`src/rtl/chop_ctrl.sv`:
```
module chop_ctrl #(
  parameter int unsigned OFF_CYC   = 1000,
  parameter int unsigned DEAD_CYC  = 125,
  parameter int unsigned BLANK_CYC = 125,
  parameter int unsigned MINON_CYC = 313
) (
  input  logic clk,
  input  logic rst_n,
  input  logic en,
  input  logic dir,
  input  logic cmp_hi,
  output logic a_hi,
  output logic a_lo,
  output logic b_hi,
  output logic b_lo
);
  localparam int unsigned WIN  = (BLANK_CYC > MINON_CYC - 1) ? BLANK_CYC : MINON_CYC - 1;
  localparam int unsigned CM1  = (OFF_CYC > DEAD_CYC) ? OFF_CYC : DEAD_CYC;
  localparam int unsigned CMAX = (CM1 > WIN) ? CM1 : WIN;
  localparam int          CW   = $clog2(CMAX + 1);

  typedef enum logic [1:0] {S_ON, S_OFF, S_RESUME, S_SWAP} st_t;

  st_t           st;
  logic [CW-1:0] cnt;
  logic          dir_q;

  wire live      = en & rst_n;
  wire win_open  = (cnt >= CW'(WIN));
  wire off_last  = (cnt == CW'(OFF_CYC - 1));
  wire dead_last = (cnt == CW'(DEAD_CYC - 1));
  wire cnt_inc   = cnt + CW'(1);

  logic [CW-1:0] cnt_nx;
  assign cnt_nx = cnt + CW'(1);

  always_ff @(posedge clk or negedge rst_n) begin
    if (!rst_n) begin
      st    <= S_ON;
      cnt   <= '0;
      dir_q <= 1'b0;
    end else if (!en) begin
      st    <= S_ON;
      cnt   <= '0;
      dir_q <= dir;
    end else if (dir != dir_q) begin
      st    <= S_SWAP;
      cnt   <= '0;
      dir_q <= dir;
    end else begin
      unique case (st)
        S_ON: begin
          if (cmp_hi && win_open) begin
            st  <= S_OFF;
            cnt <= '0;
          end else if (!win_open) begin
            cnt <= cnt_nx;
          end
        end
        S_OFF: begin
          if (off_last) begin
            st  <= S_RESUME;
            cnt <= '0;
          end else begin
            cnt <= cnt_nx;
          end
        end
        S_RESUME, S_SWAP: begin
          if (dead_last) begin
            st  <= S_ON;
            cnt <= '0;
          end else begin
            cnt <= cnt_nx;
          end
        end
        default: begin
          st  <= S_ON;
          cnt <= '0;
        end
      endcase
    end
  end

  wire src_hi  = live && (st != S_SWAP);
  wire sink_lo = live && (st == S_ON);
  wire sink_hi = live && (st == S_OFF) && (cnt >= CW'(DEAD_CYC));

  assign a_hi = dir_q ? sink_hi : src_hi;
  assign b_hi = dir_q ? src_hi  : sink_hi;
  assign a_lo = dir_q & sink_lo;
  assign b_lo = ~dir_q & sink_lo;

  wire unused_ok = cnt_inc;
endmodule

```
`config.mk`:
```
export PLATFORM = sky130hd
export DESIGN_NAME = chop_ctrl
export DESIGN_NICKNAME = d
export VERILOG_FILES = /design/src/rtl/chop_ctrl.sv
export SDC_FILE = /design/constraint.sdc
export NUM_CORES = 1
export LEC_CHECK = 0
export BUFFER_PORTS_ARGS = -buffer_cell sky130_fd_sc_hd__buf_4
export CORE_MARGIN = 2
export CORE_UTILIZATION = 56
export DETAILED_ROUTE_END_ITERATION = 10
export GPL_ROUTABILITY_DRIVEN = 0
export GPL_TIMING_DRIVEN = 0
export PLACE_DENSITY = 0.83
export SYNTH_ARGS = -nofsm -noshare
export SYNTH_HDL_FRONTEND = slang
export SYNTH_SLANG_ARGS = --single-unit
```
`constraint.sdc`:
```
create_clock -name clk -period 2.5 [get_ports clk]
set_clock_uncertainty 0.05 [all_clocks]
set_input_delay 0.375 -clock clk [delete_from_list [all_inputs] [get_ports clk]]
set_output_delay 0.375 -clock clk [all_outputs]
set_load 0.005 [all_outputs]
```
==> qor.csv <==
stage;metric;value;unit
status;status;complete, no violations;
placed_design;dp_hpwl;1330;um
timing;final_hold_viol_count;0;
die;die-area;1900;um^2
cells_and_area;drive_above_1_share;0.130;
timing;slew_viol_final;0;
power;total_power;0.000430;W
route;final_antenna_net_count;0;
grt;top_usage_layer;met1;
worst_setup_path;crit_path_max_fanout;8;
grt;grt_pass1_vias;711;
synth;synthFlopType;dfrtp_1;
grt;overflow;0;
die;die_height;43.6;um
power;power_density;431;nW/um^2
route;routedWlPerCell;14.2;um
placed_design;pre_cts_slack;0.333;ns
synth;yosys-top-cells-count;dfrtp_1 (13), nor2_1 (12), nand2_1 (8), nand3_1 (8), xnor2_1 (6);
clock_network;cts_made_buffers;3;
cells_and_area;syn_to_final_growth;13.2;%
cells_and_area;fin_nets;125;
synth;syn-num-nets;111;
die;rows;14;
grt;grt_max_degree;16;
grt;grt_pass1_wl;3270;um
die;start_util;0.591;
die;num_io_pins;9;
synth;synth-seq-cells;13;
clock_network;post_cts_resized;0;
die;core_area;1490;um^2
worst_setup_path;arrival;1.82;ns
timing;rsz0062_at_grt;no;
route;via_per_inst;6.15;
route;drt_iter0_drc;34;
synth;synth.distinct_cells;33;
route;totalWireLength;1860;um
cells_and_area;antenna_cells;0;
timing;timing.final.crit_period;2.25;ns
timing;finalSetupViolations;0;
timing;worst_slack;0.253;ns
power;p_leak;0.397;nW
worst_setup_path;startpoint_type;flop;
placed_design;portBuffers;8;
clock_network;clock-sinks;13;
grt;gr-usage-met2;0.335;
timing;fin_crit_sh;0.899;
timing;slew_headroom;0.607;
clock_network;cts_buffer_depth;2;
synth;synth_area;880;um^2
grt;use_met1;0.344;
grt;antenna_found_initial;0;
synth;avgSynthCellArea;8.62;um^2
grt;gr-usage-all-layers;0.230;
worst_setup_path;worst-setup-path-type;flop to primary output;
worst_setup_path;worstPathRequired;2.08;ns
timing;tightestPinTransition;0.588;ns
grt;met3_usage;0.0292;
clock_network;root_buffer;clkbuf_4;
synth;synth_area_leader_cell;dfrtp_1;
synth;yosys.area.top_type_share;0.370;
route;drtPass1Iterations;4;
clock_network;clk_latency;0.29;ns
synth;synthArstFlopShare;1.00;
synth;synth-seq-area-share;0.370;
worst_setup_path;end_kind;primary output;
synth;synth-edff-count;0;
die;die_w;43.6;um
clock_network;cts_max_level;1;
cells_and_area;nFillCells;123;
synth;synth_area_leaders;dfrtp_1 (37%), xnor2_1 (6.0%), ha_1 (5.7%);
synth;netlist_instances;102;
route;route.detailed.drc;0;
cells_and_area;utilization;0.669;
timing;tns;0;ns
power;ir_drop;0.288;mV
clock_network;cts_tree;yes;
flow_run;cap_viol_max_count;0;
worst_setup_path;reg2reg_slack;0.31;ns
timing;fmax;0.445;GHz
synth;yosysMostFrequentCell;dfrtp_1;
clock_network;path_clk_slew;0.09;ns
route;vias;805;
synth;yosysWarnings;0;
min_path;hp-class;input port to flop;
## worst paths after layout
path	start	end	cells after the start
max	cnt[0]	a_hi	8
min	dir	dir_q	2
max reg2reg	cnt[0]	cnt[6]	6
min reg2reg	cnt[7]	cnt[7]	1
max in group asynchronous	rst_n	cnt[9]	2
min in group asynchronous	rst_n	st[0]	2
## worst max-delay path, cell delays in order (launching register included)
cell	delay, ns
dfrtp_1	0.51
inv_1	0.10
ha_1	0.20
nand2b_1	0.06
nand3_1	0.07
nand2_1	0.11
nand2_1	0.06
a221oi_1	0.27
buf_4	0.15
## layout make-up
class,instances,area [um^2],share of cell area
multi-input combinational,80,513,0.515
sequential,13,325,0.327
timing repair buffer,9,70.1,0.0704
clock buffer,4,26.3,0.0264
buffer,4,22.5,0.0226
tap,16,20.0,0.0201
inverter,5,18.8,0.0188
## through the flow
step | cells | hold WS, ns | area [um^2]
floorplan | 102 | 0.0294 | 880
global placement | 126 | 0.182 | 960
detailed placement | 126 | 0.185 | 960
CTS | 131 | 0.234 | 996
global route | 131 | 0.252 | 996
finish | 131 | 0.234 | 996
## per-layer routing
layer	up-vias	routed length, um
li1	395	-
met1	382	886
met2	23	857
met3	5	78
met4	0	33
met5	-	0
## placed cells by master, fill, tap and decap left out, types with 2 or more instances in the layout
cell type  count
a211oi_1       3
a21boi_0       2
a21oi_1        5
a31oi_1        2
and4_1         2
buf_4          8
clkbuf_1       4
clkbuf_4       3
dfrtp_1       13
ha_1           4
inv_1          5
nand2_1        8
nand3_1        8
nand4_1        4
nand4b_1       2
nor2_1        12
nor3_1         4
nor4_1         2
o21ai_0        2
xnor2_1        6
## report_power, final
group / internal (W) / leakage (nW) / total [W] / switching [W]
Clock: 0.0000620 / 0.0150 / 0.000139 / 0.0000770
Sequential: 0.000216 / 0.176 / 0.000226 / 0.00000966
Combinational: 0.0000255 / 0.206 / 0.0000646 / 0.0000390
Total: 0.000304 / 0.397 / 0.000430 / 0.000126
## flip-flops by register name, summed over array words and instances (netlist names)
register  flops
cnt          10
st            2
dir_q         1
## what timing repair did
item / CTS / global route
hold buffers: 1 / 0
hold endpoints to repair: 13 / 0
buffers inserted: 0 / 0
## kinds of logic (layout without fill, tap and decap cells)
family / Yosys count / count (layout) / share of synthesized area
XOR/XNOR: 7 / 7 / 0.0697
buffers and inverters: 9 / 22 / 0.0469
AO/OA/AOI/OAI: 20 / 20 / 0.158
flip-flops: 13 / 13 / 0.370
AND/OR/NAND/NOR: 49 / 49 / 0.299
adder cells (fa/ha/maj): 4 / 4 / 0.0569
(Power assumes the default switching activity.)
